$ cat src/rtl/idm_pkg.sv
package idm_pkg;

    localparam logic [2:0] KIND_DIRECT   = 3'd0;
    localparam logic [2:0] KIND_INDIRECT = 3'd1;
    localparam logic [2:0] KIND_WREG     = 3'd2;
    localparam logic [2:0] KIND_PUSH     = 3'd3;
    localparam logic [2:0] KIND_POP      = 3'd4;

    localparam logic [7:0] SP_ADDR  = 8'h81;
    localparam logic [7:0] SP_RESET = 8'h07;

    typedef enum logic [1:0] {
        TGT_NONE,
        TGT_RAM,
        TGT_SFR,
        TGT_SP
    } tgt_e;

endpackage

$ cat src/rtl/idm_decode.sv
module idm_decode
    import idm_pkg::*;
#(
    parameter int RAM_BYTES = 256
) (
    input  logic [2:0] kind,
    input  logic [7:0] addr,
    input  logic       we,
    input  logic [1:0] bank,
    input  logic [7:0] sp,
    output tgt_e       tgt,
    output logic [7:0] ram_addr,
    output logic [7:0] sp_after,
    output logic       is_read
);

    localparam bit UPPER_OK = (RAM_BYTES > 128);

    function automatic tgt_e ram_or_none(input logic [7:0] a);
        return (UPPER_OK || !a[7]) ? TGT_RAM : TGT_NONE;
    endfunction

    always_comb begin
        tgt      = TGT_NONE;
        ram_addr = addr;
        sp_after = sp;
        is_read  = !we;
        case (kind)
            KIND_DIRECT: begin
                if (!addr[7])
                    tgt = TGT_RAM;
                else if (addr == SP_ADDR)
                    tgt = TGT_SP;
                else
                    tgt = TGT_SFR;
            end
            KIND_INDIRECT: begin
                tgt = ram_or_none(addr);
            end
            KIND_WREG: begin
                ram_addr = {3'b000, bank, addr[2:0]};
                tgt      = TGT_RAM;
            end
            KIND_PUSH: begin
                ram_addr = sp + 8'd1;
                sp_after = sp + 8'd1;
                tgt      = ram_or_none(sp + 8'd1);
                is_read  = 1'b0;
            end
            KIND_POP: begin
                ram_addr = sp;
                sp_after = sp - 8'd1;
                tgt      = ram_or_none(sp);
                is_read  = 1'b1;
            end
            default: begin
                is_read = 1'b0;
            end
        endcase
    end

endmodule

$ cat src/rtl/idm_ram.sv
module idm_ram #(
    parameter int BYTES = 256,
    localparam int AW   = $clog2(BYTES)
) (
    input  logic          clk,
    input  logic          we,
    input  logic [AW-1:0] addr,
    input  logic [7:0]    wdata,
    output logic [7:0]    rdata
);

    logic [7:0] mem [BYTES];

    always_ff @(posedge clk) begin
        if (we)
            mem[addr] <= wdata;
        rdata <= mem[addr];
    end

endmodule

$ cat src/rtl/idm_router.sv
module idm_router
    import idm_pkg::*;
#(
    parameter int RAM_BYTES = 256
) (
    input  logic       clk,
    input  logic       rst_n,
    input  logic       acc_valid,
    input  logic [2:0] acc_kind,
    input  logic [7:0] acc_addr,
    input  logic       acc_we,
    input  logic [7:0] acc_wdata,
    input  logic [1:0] bank_sel,
    output logic       rd_valid,
    output logic [7:0] rd_data,
    output logic [7:0] sfr_addr,
    output logic       sfr_we,
    output logic       sfr_re,
    output logic [7:0] sfr_wdata,
    input  logic [7:0] sfr_rdata
);

    localparam int RAM_AW = $clog2(RAM_BYTES);

    typedef struct packed {
        logic [7:0] sp;
        logic       rvalid;
        tgt_e       src;
        logic [7:0] hold;
    } state_t;

    state_t     state_d, state_q;
    tgt_e       tgt;
    logic [7:0] ram_addr;
    logic [7:0] sp_after;
    logic       is_read;
    logic       ram_we;
    logic [7:0] ram_rdata;
    logic       unused_addr_bits;

    idm_decode #(.RAM_BYTES(RAM_BYTES)) u_decode (
        .kind     (acc_kind),
        .addr     (acc_addr),
        .we       (acc_we),
        .bank     (bank_sel),
        .sp       (state_q.sp),
        .tgt      (tgt),
        .ram_addr (ram_addr),
        .sp_after (sp_after),
        .is_read  (is_read)
    );

    idm_ram #(.BYTES(RAM_BYTES)) u_ram (
        .clk   (clk),
        .we    (ram_we),
        .addr  (ram_addr[RAM_AW-1:0]),
        .wdata (acc_wdata),
        .rdata (ram_rdata)
    );

    assign unused_addr_bits = ^ram_addr;

    always_comb begin
        state_d        = state_q;
        state_d.rvalid = acc_valid && is_read;
        state_d.src    = tgt;
        case (tgt)
            TGT_SFR: state_d.hold = sfr_rdata;
            TGT_SP:  state_d.hold = state_q.sp;
            default: state_d.hold = 8'h00;
        endcase
        if (acc_valid) begin
            if (acc_kind == KIND_PUSH || acc_kind == KIND_POP)
                state_d.sp = sp_after;
            else if (tgt == TGT_SP && acc_we)
                state_d.sp = acc_wdata;
        end
    end

    always_ff @(posedge clk or negedge rst_n) begin
        if (!rst_n) begin
            state_q.sp     <= SP_RESET;
            state_q.rvalid <= 1'b0;
            state_q.src    <= TGT_NONE;
            state_q.hold   <= 8'h00;
        end else begin
            state_q <= state_d;
        end
    end

    assign ram_we    = acc_valid && (tgt == TGT_RAM) && !is_read;
    assign sfr_we    = acc_valid && (tgt == TGT_SFR) && acc_we;
    assign sfr_re    = acc_valid && (tgt == TGT_SFR) && !acc_we;
    assign sfr_addr  = acc_addr;
    assign sfr_wdata = acc_wdata;

    assign rd_valid = state_q.rvalid;
    assign rd_data  = (state_q.src == TGT_RAM) ? ram_rdata : state_q.hold;

endmodule

$ cat config.mk
export PLATFORM = sky130hd
export DESIGN_NAME = idm_router
export DESIGN_NICKNAME = d
export VERILOG_FILES = /design/src/rtl/idm_pkg.sv /design/src/rtl/idm_decode.sv /design/src/rtl/idm_ram.sv /design/src/rtl/idm_router.sv
export SDC_FILE = /design/constraint.sdc
export NUM_CORES = 2
export LEC_CHECK = 0
export ABC_AREA = 1
export BUFFER_PORTS_ARGS = -buffer_cell sky130_fd_sc_hd__buf_2
export CORE_MARGIN = 5
export CORE_UTILIZATION = 30
export DETAILED_ROUTE_END_ITERATION = 8
export REMOVE_ABC_BUFFERS = 1
export SYNTH_ARGS = -nofsm -noshare
export SYNTH_HDL_FRONTEND = slang
export SYNTH_SLANG_ARGS = --single-unit
$ cat constraint.sdc
create_clock -name clk -period 5.8 [get_ports clk]
set_input_delay 1.16 -clock clk [delete_from_list [all_inputs] [get_ports clk]]
set_output_delay 1.16 -clock clk [all_outputs]
set_load 0.02 [all_outputs]
# Yosys cells after proc, flatten, opt, wreduce, memory -nomap -nowiden
# Memory sizes are Yosys's and may differ from the RTL's. A register that Yosys moved wholly into a read port is not among the register bits.
# Index checks and enable logic that the tools add are counted.
# op_classes
addsub	2
n_eq_ne	10
mux	12
reduce_logical	15
# op_table
op	count
$pmux W8 S2	2
$mux W8	3
$pmux W8 S3	1
$add A8 B1 Y8 const B	1
$eq A8 B8 Y1 const B	1
$sub A8 B1 Y8 const B	1
$logic_and A1 B1 Y1	7
$eq A3 B2 Y1 const B	2
$eq A2 B1 Y1 const B	2
$eq A2 B2 Y1 const B	2
$pmux W2 S2	1
$reduce_or A4 Y1	1
$eq A3 B1 Y1 const B	1
$eq A3 B3 Y1 const B	1
$logic_not A3 Y1	1
$mux W1	3
$ne A3 B3 Y1 const B	1
$reduce_and A3 Y1	1
$reduce_or A3 Y1	1
$logic_not A1 Y1	2
$mux W2	1
$pmux W1 S2	1
$reduce_bool A2 Y1	1
$logic_or A1 B1 Y1	1
# totals
regBits	19
ram_bits	2048
in_bits	33
out_inout_bits	27
elab_cells	44
memories	1
# memory_table
memory	words	width	read_ports	rd_clocked_by_memory_dff	write_ports	line_no	text
u_ram.mem	256	8	1	1	1	idm_ram.sv:12	logic [7:0] mem [BYTES];

# Depth between registers and ports, before layout
# logic_depth
word_depth	9
ltp_mapped	20
depth_no_buf	18

# Cells and area by module
# From an unflattened synthesis, not the netlist that was laid out.
# hier_totals
hier_cells	8288
area_unflattened_um2	86625.6
# modules_own_cells
module	instances	cells_each	area_per_inst_um2	seq_area_each_um2
idm_ram	1	8021	84856.4	61659.1
idm_router	1	137	1113.6	479.2
idm_decode	1	130	655.6	0.0

# Worst setup path after synthesis
# OpenSTA, ideal clock, no wires.
# synth_timing
kind	input port to flip-flop
from	input port acc_kind[1]
to	memory u_ram.mem[130][0], enable pin
setup_ns	0.370
arrival_ns	3.221
t_required_ns	5.430
setup_slack_ns	2.209
cell_stages	12
path_buffers	5
path_cell_list	nor2_1 > nand2_2 > nand3_1 > buf_2 > nand2_4 > buf_6 > buf_2 > buf_2 > nor3_2 > nand2_1 > clkbuf_1 > nor2_1
# synth_via
elab_chain_cells	8
elab_cells_between_ends	16
cone_classes	5 x eq/ne; 5 x mux; 6 x reduce/logical
# synth_lines
item	line_no	text
start, declared	idm_router.sv:9	input logic [2:0] acc_kind,
$eq A3 B2 Y1, or another cell as far along	idm_decode.sv:28	case (kind)
$reduce_or A4 Y1 (no line)	n/a	
$pmux W2 S2	idm_decode.sv:28	
$eq A2 B1 Y1	idm_router.sv:91	assign ram_we = acc_valid && (tgt == TGT_RAM) && !is_read;
$logic_and A1 B1 Y1 (2 in series)	idm_router.sv:91	
$mux W1	idm_ram.sv:15	if (we)
$mux W1 (implied by the code)	idm_ram.sv:16	mem[addr] <= wdata;
end, declared	idm_ram.sv:12	
# Parallel ways exist; a longest one is shown, timed or not.

# Final worst setup path
# layout_timing
from	register state_q[11] (netlist name)
to	register u_ram.rdata[4], read port of u_ram.mem
# layout_via
elab_chain_cells	2
# layout_lines
item	line_no	text
$add A8 B1 Y8	idm_decode.sv:45	ram_addr = sp + 8'd1;
$pmux W8 S3 (*)	idm_decode.sv:28	
end, declared	idm_ram.sv:9	output logic [7:0] rdata
# Mark *: on every way between the ends. The rest lies on a longest branch, timed or not.
# A chain may end at the register's enable or synchronous reset.

==> summary.txt <==
Largest net degree at the start of global routing: 152
Tcrit/Tclk final: 74.9%
CTS Root Buffer Type: clkbuf_16
Chip height: 553 µm
# hold bufs at CTS: 0
Crit-path most repeated cell: nand2_1
Initial drt markers: 6465
Wire per inst: 19.3 µm
Worst-path clk slew: 0.06 ns
HPWL after DPL: 149000 µm
Syn_area_per_cell: 10.1 µm²
Initial antenna violation count: 10
Gpl congestion: 0.892
Layout cells sized above 1: 9.40%
CP endpoint kind: flip-flop
WS Path Type: reg2reg
Final WL: 252000 µm
RR Endpoint: u_ram.rdata[4]$_DFF_P_
Hold WC Path Type: in2async
DR DRC count: 0
Nets@finish: 8971
Slew headroom: 23.1%
Arr. time, crit path: 5.15 ns
Post-Syn Area: 88600 µm²
Htree depth: 4
Worst EP required: 6.61 ns
Post-synth top area cell: edfxtp_1
Final setup viols: 0
Worst r2r src: state_q[11]$_DFFE_PN1P_
Worst-path cell chain: inv_1, ha_1, nand2_1, o21ai_1, a21oi_4, buf_4, buf_12, buf_4, buf_4, nand2_1, nand2_1, nand2_1, nand2_1, o21ai_1, nand2_1, nor2_1, nor2_1, nor2_1, nand2_1
Unrepaired setup endpoints after global routing: false
Pwr/cell area: 350 nW/µm²
Setup TNS: 0 ns
CP max stage cell: dfstp_2
R2r worst-path depth: 19
Max_cap viols: 0
YS warnings: 0
Via count of the first global-routing pass: 60900
CP top delay family: buffers and inverters
Final ANT Viol Nets: 0
Area growth syn-to-layout: 15.9%
Actual slew at the worst max-slew pin: 1.15 ns
Non-filler instance count after layout: 13000
Pre-antenna DRT Iters: 6
Clock Path Buffers: 3
Cell Count Post-Placement: 12600
Clock Sinks: 2075
Clock Skew: 0.0495 ns
First-pass GRT wire length: 379000 µm
GR Overflow Total: 0
Die area: 306000 µm²
Post-synthesis sequential area ratio: 70.1%
Post-CTS Setup Bufs: 0
Io pins: 60
Fmax achieved: 230 MHz
Outcome: completed
Hold Vio Cnt, Final: 0
Register bit total from synthesis: 2075
Vias per cell: 4.74
R2r setup slk: 1.46 ns
CTS Buf Count: 215
Via Count: 61800
DIE WIDTH: 553 µm
Startpoint Class: flip-flop
Max FO, Critical Path: 37
Buf+Inv Stages, Crit Path: 5
Unique masters post-synth: 38
Post-CTS Resized: 0
Share of Yosys cell area claimed by the top area cell type: 69.4%
Initial Utilization: 30.1%
Max incr delay on CP: 0.60 ns
CTS tree: built
Core ar.: 294000 µm²
Post-Syn Instances: 8739
P_leak: 41.7 nW
Max Slew Vio Count: 0
Clk_lat worst skew: 0.87 ns
Peak VDD IR: 0.000317 V
Port Buf Inserts: 59
# rows: 199
Top cells by area, synth: edfxtp_1 69%, nand2_1 21%, nand3_1 3.0%
Final Critical Period: 4.34 ns
Crit path depth: 19
Total track usage: 16.0%
==> cells in the final DEF (no fill, tap or decap), drive strengths merged, types with 3 or more instances in the layout <==
master,instances
clkinvlp,4
nor2,365
diode,9
nor3,10
inv,51
o21ai,150
nand3,525
a31oi,3
o211ai,4
mux2,8
dfxtp,8
dfstp,3
bufinv,20
dfrtp,16
clkinv,88
clkbuf,277
a21oi,5
edfxtp,2048
nand2,5009
buf,497
o22ai,10
nand4,4
==> per-stage QoR <==
step,instance area [µm²],worst slack [ns],hold WS [ns],util (%),total power [mW]
6_report,103000,1.46,0.240,34.9,35.9
5_1_grt,103000,1.30,0.245,34.9,37.4
4_1_cts,103000,1.51,0.193,34.9,36.2
3_5_place_dp,95700,0.648,0.520,32.5,22.5
3_3_place_gp,95700,0.605,0.517,32.5,22.5
2_1_floorplan,86300,-22.38,0.492,-,21.3
==> flip-flops by register name (all words and copies together), names as in the netlist <==
register / cells
rd_valid: 1
u_ram.rdata: 8
state_q: 18
u_ram.mem: 2048
==> power breakdown <==
part / switching, mW / internal [mW]
clock network: 5.87 / 7.83
registers: 0.0844 / 16.5
logic: 4.15 / 1.47
==> cell type report <==
| class | instances | area (µm²) |
|---|---|---|
| clock buffers | 277 | 5680 |
| clock inverters | 120 | 1290 |
| repair buffers | 497 | 4300 |
| diodes | 9 | 22.5 |
| flip-flops and latches | 2075 | 62100 |
| fillers | 29000 | 191000 |
| inverters | 43 | 178 |
| multi-input cells | 6104 | 24100 |
| well taps | 3919 | 4900 |
==> cell usage after synthesis <==
| cell type | count |
|---|---|
| xnor2_1 | 1 |
| nand4_1 | 4 |
| o31ai_1 | 1 |
| nand2_2 | 2 |
| o211ai_1 | 4 |
| a211oi_1 | 1 |
| xor2_1 | 2 |
| clkbuf_1 | 239 |
| buf_4 | 20 |
| dfstp_2 | 3 |
| nand2_1 | 5006 |
| nor3_1 | 6 |
| ha_1 | 2 |
| o21ai_1 | 94 |
| dfrtp_1 | 16 |
| and2_1 | 1 |
| nor2_1 | 360 |
| nor3_2 | 4 |
| a31oi_1 | 3 |
| edfxtp_1 | 2048 |
| o21ai_0 | 56 |
| nand2_4 | 1 |
| inv_2 | 10 |
| o22ai_1 | 10 |
| a32oi_1 | 1 |
| inv_4 | 1 |
| nor4_1 | 1 |
| buf_2 | 225 |
| nand3_2 | 2 |
| dfxtp_1 | 8 |
| a31o_2 | 1 |
| nand3_1 | 523 |
| buf_1 | 32 |
| mux2_2 | 8 |
| buf_6 | 1 |
| nor2_2 | 5 |
| a21oi_1 | 5 |
| inv_1 | 32 |
==> how the worst max path moves through the flow <==
stage                            start                     endpoint  slack (ns)
2_1_floorplan              acc_kind[2]  u_ram.mem[103][0]$_DFFE_PP_      -22.38
3_3_place_gp               acc_kind[1]       u_ram.rdata[4]$_DFF_P_        0.61
3_5_place_dp               acc_kind[1]       u_ram.rdata[4]$_DFF_P_        0.65
4_1_cts        state_q[11]$_DFFE_PN1P_       u_ram.rdata[4]$_DFF_P_        1.51
5_1_grt                    acc_kind[1]       u_ram.rdata[4]$_DFF_P_        1.30
6_report       state_q[11]$_DFFE_PN1P_       u_ram.rdata[4]$_DFF_P_        1.46
==> cells by family after synthesis <==
logic type	after synthesis	share of synthesized area (%)
compound gates	176	1.04
xor+xnor	3	0.0297
fa+ha+maj	2	0.0282
buf+inv	560	2.79
flops	2075	70.1
mux	8	0.102
simple gates	5915	25.9
==> layer usage <==
layer	global-route usage (%)	vias to the layer above	routed length, µm	share of wire (%)
li1	-	29200	-	-
met1	21.3	29900	106000	42
met2	25.9	2258	117000	46
met3	2.62	433	18300	7.3
met4	6.54	4	10800	4.3
met5	0	-	28	0.011
Power figures use the tool's default switching activity.
